`src/rtl/mgmt_pkg.sv`:
```
package mgmt_pkg;

  localparam logic [1:0] OP_ADDR  = 2'b00;
  localparam logic [1:0] OP_WRITE = 2'b01;
  localparam logic [1:0] OP_INCR  = 2'b10;
  localparam logic [1:0] OP_READ  = 2'b11;

  localparam int PRT_W = 5;
  localparam int DEV_W = 5;
  localparam int HDR_W = 2 + PRT_W + DEV_W;

  typedef enum logic [2:0] {
    PH_PRE, PH_START, PH_HDR, PH_TA1, PH_TA2, PH_RDAT, PH_WTA, PH_WDAT
  } phase_t;

  typedef struct packed {
    logic sampBit;
    logic loadRd;
    logic incAddr;
    logic shiftWr;
    logic commitAddr;
    logic commitWr;
    logic outEn;
    logic outData;
    logic outOff;
  } strobe_t;

endpackage

```
`src/rtl/mgmt_ctrl.sv`:
```
module mgmt_ctrl
  import mgmt_pkg::*;
#(
  parameter int PRE_LEN     = 32,
  parameter int DATA_W      = 16,
  parameter int SYNC_STAGES = 2
) (
  input  logic                clk,
  input  logic                rst_n,
  input  logic                mdc,
  input  logic                mdioIn,
  input  logic [PRT_W-1:0]    portAddr,
  input  logic [DEV_W-1:0]    devAddr,
  output strobe_t             strb
);

  localparam int PCNT_W = $clog2(PRE_LEN + 1);
  localparam int BCNT_W = $clog2(DATA_W);
  localparam logic [BCNT_W-1:0] LAST_DATA = BCNT_W'(DATA_W - 1);
  localparam logic [BCNT_W-1:0] LAST_HDR  = BCNT_W'(HDR_W - 1);

  logic [SYNC_STAGES:0]   mdcSync;
  logic [SYNC_STAGES-1:0] dataSync;

  always_ff @(posedge clk or negedge rst_n) begin
    if (!rst_n) begin
      mdcSync  <= '0;
      dataSync <= '1;
    end else begin
      mdcSync  <= {mdcSync[SYNC_STAGES-1:0], mdc};
      dataSync <= {dataSync[SYNC_STAGES-2:0], mdioIn};
    end
  end

  logic riseStb, fallStb, inBit;
  assign riseStb = mdcSync[SYNC_STAGES-1] & ~mdcSync[SYNC_STAGES];
  assign fallStb = ~mdcSync[SYNC_STAGES-1] & mdcSync[SYNC_STAGES];
  assign inBit   = dataSync[SYNC_STAGES-1];

  phase_t              phase;
  logic [PCNT_W-1:0]   preCnt;
  logic [BCNT_W-1:0]   bitCnt;
  logic [HDR_W-2:0]    hdr;
  logic [1:0]          opReg;

  logic [HDR_W-1:0]    fullHdr;
  logic [1:0]          hdrOp;
  logic                idMatch, hdrDone;

  assign fullHdr = {hdr, inBit};
  assign hdrOp   = fullHdr[HDR_W-1 -: 2];
  assign idMatch = (fullHdr[PRT_W+DEV_W-1 -: PRT_W] == portAddr) &&
                   (fullHdr[DEV_W-1:0] == devAddr);
  assign hdrDone = (phase == PH_HDR) && (bitCnt == LAST_HDR);

  always_ff @(posedge clk or negedge rst_n) begin
    if (!rst_n) begin
      phase  <= PH_PRE;
      preCnt <= '0;
      bitCnt <= '0;
      hdr    <= '0;
      opReg  <= OP_ADDR;
    end else if (riseStb) begin
      unique case (phase)
        PH_PRE: begin
          if (inBit) begin
            if (preCnt != PCNT_W'(PRE_LEN)) preCnt <= preCnt + 1'b1;
          end else begin
            preCnt <= '0;
            if (preCnt == PCNT_W'(PRE_LEN)) phase <= PH_START;
          end
        end
        PH_START: begin
          bitCnt <= '0;
          phase  <= inBit ? PH_PRE : PH_HDR;
        end
        PH_HDR: begin
          hdr <= fullHdr[HDR_W-2:0];
          if (hdrDone) begin
            bitCnt <= '0;
            opReg  <= hdrOp;
            if (!idMatch)      phase <= PH_PRE;
            else if (hdrOp[1]) phase <= PH_TA1;
            else               phase <= PH_WTA;
          end else begin
            bitCnt <= bitCnt + 1'b1;
          end
        end
        PH_TA1: phase <= PH_TA2;
        PH_TA2: begin
          bitCnt <= '0;
          phase  <= PH_RDAT;
        end
        PH_WTA: begin
          if (bitCnt == BCNT_W'(1)) begin
            bitCnt <= '0;
            phase  <= PH_WDAT;
          end else begin
            bitCnt <= bitCnt + 1'b1;
          end
        end
        PH_RDAT, PH_WDAT: begin
          if (bitCnt == LAST_DATA) phase <= PH_PRE;
          else                     bitCnt <= bitCnt + 1'b1;
        end
        default: phase <= PH_PRE;
      endcase
    end
  end

  logic driving;
  assign driving = (phase == PH_TA2) || (phase == PH_RDAT);

  always_comb begin
    strb            = '0;
    strb.sampBit    = inBit;
    strb.loadRd     = riseStb && hdrDone && idMatch && hdrOp[1];
    strb.incAddr    = riseStb && hdrDone && idMatch && (hdrOp == OP_INCR);
    strb.shiftWr    = riseStb && (phase == PH_WDAT);
    strb.commitAddr = strb.shiftWr && (bitCnt == LAST_DATA) && (opReg == OP_ADDR);
    strb.commitWr   = strb.shiftWr && (bitCnt == LAST_DATA) && (opReg == OP_WRITE);
    strb.outEn      = fallStb && driving;
    strb.outData    = fallStb && (phase == PH_RDAT);
    strb.outOff     = fallStb && !driving;
  end

  // the start code is reached only after a full run of ones
  p_preamble_len_r2: assert property (@(posedge clk) disable iff (!rst_n)
    (phase == PH_START && $past(phase) == PH_PRE) |-> $past(preCnt) == PCNT_W'(PRE_LEN));

  // read data phase is entered only through the driven turnaround bit
  p_read_order_r8: assert property (@(posedge clk) disable iff (!rst_n)
    (phase == PH_RDAT && $past(phase) != PH_RDAT) |-> $past(phase) == PH_TA2);

  // data phases follow a header only when the identifiers matched
  p_match_gate_r3: assert property (@(posedge clk) disable iff (!rst_n)
    (phase == PH_TA1 || phase == PH_WTA) && $past(phase) == PH_HDR |-> $past(idMatch));

endmodule

```
`src/rtl/mgmt_dpath.sv`:
```
module mgmt_dpath
  import mgmt_pkg::*;
#(
  parameter int DATA_W   = 16,
  parameter int ADDR_W   = 16,
  parameter int NUM_REGS = 16
) (
  input  logic                        clk,
  input  logic                        rst_n,
  input  strobe_t                     strb,
  input  logic                        userWe,
  input  logic [$clog2(NUM_REGS)-1:0] userAddr,
  input  logic [DATA_W-1:0]           userWdata,
  output logic [DATA_W-1:0]           userRdata,
  output logic                        mdioOut,
  output logic                        mdioOe
);

  localparam int IDX_W = $clog2(NUM_REGS);

  logic [DATA_W-1:0] bank [NUM_REGS];
  logic [ADDR_W-1:0] curAddr;
  logic [DATA_W-1:0] rdShift;
  logic [DATA_W-1:0] wrShift;
  logic [DATA_W-1:0] wrWord;
  logic [DATA_W-1:0] curWord;
  logic              curHit;

  assign wrWord  = {wrShift[DATA_W-2:0], strb.sampBit};
  assign curHit  = (curAddr < ADDR_W'(NUM_REGS));
  assign curWord = curHit ? bank[curAddr[IDX_W-1:0]] : '0;
  assign userRdata = bank[userAddr];

  generate
    for (genvar i = 0; i < NUM_REGS; i++) begin : g_reg
      always_ff @(posedge clk or negedge rst_n) begin
        if (!rst_n)
          bank[i] <= '0;
        else if (strb.commitWr && curAddr == ADDR_W'(i))
          bank[i] <= wrWord;
        else if (userWe && userAddr == IDX_W'(i))
          bank[i] <= userWdata;
      end
    end
  endgenerate

  always_ff @(posedge clk or negedge rst_n) begin
    if (!rst_n) begin
      curAddr <= '0;
      wrShift <= '0;
      rdShift <= '0;
    end else begin
      if (strb.shiftWr)    wrShift <= wrWord;
      if (strb.commitAddr) curAddr <= wrWord;
      else if (strb.incAddr) curAddr <= curAddr + 1'b1;
      if (strb.loadRd)       rdShift <= curWord;
      else if (strb.outData) rdShift <= {rdShift[DATA_W-2:0], 1'b0};
    end
  end

  always_ff @(posedge clk or negedge rst_n) begin
    if (!rst_n) begin
      mdioOe  <= 1'b0;
      mdioOut <= 1'b0;
    end else if (strb.outOff) begin
      mdioOe  <= 1'b0;
      mdioOut <= 1'b0;
    end else if (strb.outEn) begin
      mdioOe  <= 1'b1;
      mdioOut <= strb.outData ? rdShift[DATA_W-1] : 1'b0;
    end
  end

  // line state moves only right after a detected falling bus edge
  p_out_on_fall_r11: assert property (@(posedge clk) disable iff (!rst_n)
    !$stable({mdioOe, mdioOut}) |-> $past(strb.outEn || strb.outOff));

  // the first driven bit of a read is the zero turnaround bit
  p_ta_zero_r8: assert property (@(posedge clk) disable iff (!rst_n)
    $rose(mdioOe) |-> !mdioOut);

  // advancing read adds exactly one, wrapping at the top
  p_incr_wrap_r7: assert property (@(posedge clk) disable iff (!rst_n)
    strb.incAddr |=> curAddr == ADDR_W'($past(curAddr) + 1'b1));

  // pointer holds unless an address frame or an advancing read acts
  p_addr_hold_r6: assert property (@(posedge clk) disable iff (!rst_n)
    !(strb.incAddr || strb.commitAddr) |=> $stable(curAddr));

endmodule

```
`src/rtl/mgmt_serial_slave.sv`:
```
module mgmt_serial_slave
  import mgmt_pkg::*;
#(
  parameter int PRE_LEN     = 32,
  parameter int DATA_W      = 16,
  parameter int ADDR_W      = 16,
  parameter int NUM_REGS    = 16,
  parameter int SYNC_STAGES = 2
) (
  input  logic                        clk,
  input  logic                        rst_n,
  input  logic                        mdc,
  input  logic                        mdioIn,
  output logic                        mdioOut,
  output logic                        mdioOe,
  input  logic [4:0]                  portAddr,
  input  logic [4:0]                  devAddr,
  input  logic                        userWe,
  input  logic [$clog2(NUM_REGS)-1:0] userAddr,
  input  logic [DATA_W-1:0]           userWdata,
  output logic [DATA_W-1:0]           userRdata
);

  strobe_t strb;

  mgmt_ctrl #(
    .PRE_LEN(PRE_LEN), .DATA_W(DATA_W), .SYNC_STAGES(SYNC_STAGES)
  ) u_ctrl (
    .clk(clk), .rst_n(rst_n), .mdc(mdc), .mdioIn(mdioIn),
    .portAddr(portAddr), .devAddr(devAddr), .strb(strb)
  );

  mgmt_dpath #(
    .DATA_W(DATA_W), .ADDR_W(ADDR_W), .NUM_REGS(NUM_REGS)
  ) u_dpath (
    .clk(clk), .rst_n(rst_n), .strb(strb),
    .userWe(userWe), .userAddr(userAddr), .userWdata(userWdata),
    .userRdata(userRdata), .mdioOut(mdioOut), .mdioOe(mdioOe)
  );

endmodule

```
`config.mk`:
```
export PLATFORM = sky130hd
export DESIGN_NAME = mgmt_serial_slave
export DESIGN_NICKNAME = d
export VERILOG_FILES = /design/src/rtl/mgmt_pkg.sv /design/src/rtl/mgmt_ctrl.sv /design/src/rtl/mgmt_dpath.sv /design/src/rtl/mgmt_serial_slave.sv
export SDC_FILE = /design/constraint.sdc
export NUM_CORES = 1
export LEC_CHECK = 0
export CORE_AREA = 8 8 210 212
export DETAILED_ROUTE_END_ITERATION = 7
export DIE_AREA = 0 0 218 220
export PLACE_DENSITY = 0.74
export SLEW_MARGIN = 5
export SYNTH_ARGS = -nofsm -noshare
export SYNTH_HDL_FRONTEND = slang
export SYNTH_SLANG_ARGS = --single-unit
```
`constraint.sdc`:
```
create_clock -name clk -period 6.7 [get_ports clk]
set_input_delay 1.34 -clock clk [delete_from_list [all_inputs] [get_ports clk]]
set_output_delay 1.34 -clock clk [all_outputs]
set_load 0.01 [all_outputs]
```
==> results.cfg <==
[timing]
finalSetupTns_ns = 0
min_period_ns = 5.36
rsz_0062_raised_after_global_routing = no
postLayoutSetupSlackWorst_ns = 1.34
fmaxAchievable_mhz = 187
max_slew_margin_pct = 18.8
final_max_slew_viol_count = 0
clock_skew_ns = 0.0156
transition_time_at_the_pin_with_the_least_slew_margin_ns = 1.22
setup_viol = 0
endpoints_failing_hold = 0
final.period_utilization_pct = 80.0

[placement]
dp_hpwl_um = 37100
place_area_mm2 = 0.0208
finalWeightedCongestion = 0.868
dpl_worst_slack_ns = 1.32
io_buffers = 52

[run]
drv_cap = 0

[yosys]
ys_seq_area_share_pct = 41.9
post_synth_instance_area_mm2 = 0.0201
ys.warnings.count = 0
synth_most_common_cell = dfrtp_1
fraction_of_synthesis_flops_using_an_asynchronous_set_or_reset_pin_pct = 100
synth.ff_latch_count = 336
synth.area.top_cells = dfrtp_1, mux4_2, mux2i_1
synthDominantCellAreaShare_pct = 41.6
yosys-top-cells-count = dfrtp_1, nor2_1, a21oi_1
netlist-cell-type-count = 65
syn_avg_cell_area_um2 = 10.8
synth-main-ff-cell = dfrtp_1
synth_enable_flop_cells = 0
synth_instances = 1859
yosys.area.top_type = dfrtp_1
postSynthNetCount = 1902

[pwr]
power_density_mw_per_mm2 = 333
standby_leakage_power_nw = 9.31
share_of_total_power_in_sequential_cells_pct = 43.8
power.internal_mw = 4.90
share_of_power_burned_in_combinational_logic_pct = 27.3
switching_share_pct = 33.3
switching_power_mw = 2.45
vdd.ir_drop.worst_uv = 191
clock_power_share_pct = 28.9
totalPowerFinal_mw = 7.34

[grt]
remaining_overflow_grt = 0
antenna_found_initial = 3
grt_usage_pct = 25.7
grt_pass1_wl_um = 94500
grt_pass1_vias = 15500
grt_start_max_net_pins = 129

[setup_path]
timing.critical_path.from = userAddr[0]
timing.critical_path.slowest_cell_delay_ns = 0.61
path_class = in -> out
worstReg2RegEnd = u_dpath.bank[28]$_DFFE_PN0P_
reg2regPathDepth = 6
cp_data_required_time_ns = 5.36
critPathSlowestCell = buf_4
critPathArrivalTime_ns = 4.02
worst_setup_path_end_kind = output port
reg2reg_start = u_dpath.curAddr[1]$_DFFE_PN0P_
register_to_register_path_setup_slack_ns = 3.17
path_cells = buf_4 -> buf_4 -> mux4_2 -> mux4_2 -> clkdlybuf4s50_1
timing.critical_path.fanout_max = 39
critical_path_start_type = input pin

[floorplan]
fp.dieH_um = 220
floorplan.die_area_mm2 = 0.0480
coreArea_mm2 = 0.0406
io_pins = 53
starting_density_pct = 49.5
fp-row-count = 74
die_w_um = 218

[min_path]
min_path_cells = 0
hold_crit_endpoint = u_ctrl.mdcSync[1]$_DFF_PN0_
hold_path_class = reg -> reg
start_point_of_the_worst_hold_path = u_ctrl.mdcSync[0]$_DFF_PN0_

[status]
status = finished clean

[finish]
post_route_cells_drive_above_1_share_pct = 17.5
number_of_antenna_cells_inserted = 0
area_growth_syn_to_layout_pct = 9.84
final_core_util_pct = 54.4
layout.filler_cells = 3378
design_area_mm2 = 0.0221
finalNetCount = 1848

[clocking]
cts-buffers-inserted = 38
cts_repair_resizes = 0
worstSkewPairLatency_ns = 0.54
ctsHtreeMaxLevel = 2
tritoncts = built
cts_sinks = 336
path_clk_slew_ns = 0.06
clock_tree.root_cell = clkbuf_16
number_of_setup_buffers_added_after_cts = 0
buffer_levels_on_the_longest_clock_path = 3
cts_hold_fix_bufs = 0

[routing]
drt_wl_total_um = 61800
firstDrtPassIters = 6
num_vias = 15700
drt_iter0_drc = 1974
vias_per_cell = 6.64
drc = 0
ant_nets = 0
wl_per_cell_um = 26.1
-- critical path, delay by kind of cell --
| family | cells | cell delay [ns] |
|---|---|---|
| buffers and inverters | 3 | 1.56 |
| muxes | 2 | 1.09 |
-- through the flow --
stage / cells / hold WS [ns]
finish: 2362 / 0.353
global route: 2362 / 0.366
CTS: 2362 / 0.358
detailed placement: 2297 / 0.344
global placement: 2297 / 0.336
floorplan: 1859 / 0.331
-- cells by family after synthesis --
group / count (synthesis) / share of synthesized area [%]
adder cells (fa/ha/maj): 8 / 0.498
AND/OR/NAND/NOR: 523 / 12.5
multiplexers: 429 / 30.5
buffers and inverters: 199 / 4.37
flip-flops: 336 / 41.9
XOR/XNOR: 15 / 0.654
AO/OA/AOI/OAI: 349 / 9.58
-- power by group through the flow --
| stage | sequential (mW) | clock [mW] | combinational (mW) |
|---|---|---|---|
| 2_1_floorplan | 2.80 | 0 | 1.71 |
| 3_3_place_gp | 3.18 | 0 | 1.91 |
| 3_5_place_dp | 3.21 | 0 | 1.98 |
| 4_1_cts | 3.18 | 2.14 | 1.99 |
| 5_1_grt | 3.27 | 2.22 | 2.16 |
| 6_report | 3.22 | 2.12 | 2.01 |
-- state kept, by name (all words and copies together), names as in the netlist --
signal / cells
u_dpath.bank: 256
u_ctrl.hdr: 11
u_dpath.wrShift: 15
u_dpath.rdShift: 16
u_ctrl.dataSync: 2
u_ctrl.bitCnt: 4
u_ctrl.preCnt: 6
u_ctrl.mdcSync: 3
u_dpath.curAddr: 16
u_ctrl.phase: 3
u_dpath.mdioOe: 1
u_ctrl.opReg: 2
u_dpath.mdioOut: 1
-- worst max path at each step --
stage                         end  cells after the start
global placement    userRdata[13]                      5
detailed placement   userRdata[7]                      5
CTS                  userRdata[7]                      5
global route        userRdata[14]                      5
finish               userRdata[7]                      5
floorplan            userRdata[0]                      5
-- cell type report --
cell class	count	area (um2)	share of cell area, %
Tap cell	532	666	3.02
Timing Repair Buffer	97	866	3.92
Clock inverter	8	106	0.482
Sequential cell	336	8420	38.1
Multi-Input combinational cell	1324	10800	49.1
Inverter	8	30.0	0.136
Clock buffer	57	1160	5.24
-- metal layers --
metal	GRT usage (%)	up-vias	share of wire [%]	wire length, um
met5	0	-	0.066	41
met3	6.13	233	11	6980
li1	-	6671	-	-
met1	33.0	7786	37	23000
met2	40.2	981	46	28500
met4	13.5	6	5.3	3270
-- cell usage in the layout, fill, tap and decap left out, types with 15 or more instances in the layout --
cell             netlist  routed
mux2_2                27      27
and3_1                23      23
nand3_1               49      49
mux2i_1              258     258
clkdlybuf4s50_1        0      48
mux4_2               144     144
o21ai_0               33      33
nor2_1               273     271
a21oi_1              259     259
dfrtp_1              334     332
a2bb2oi_1             15      15
a22oi_1               16      16
and2_1                17      17
nand2_1               64      64
clkbuf_16              0      41
buf_4                  5      46
Power figures use the tool's default switching activity.
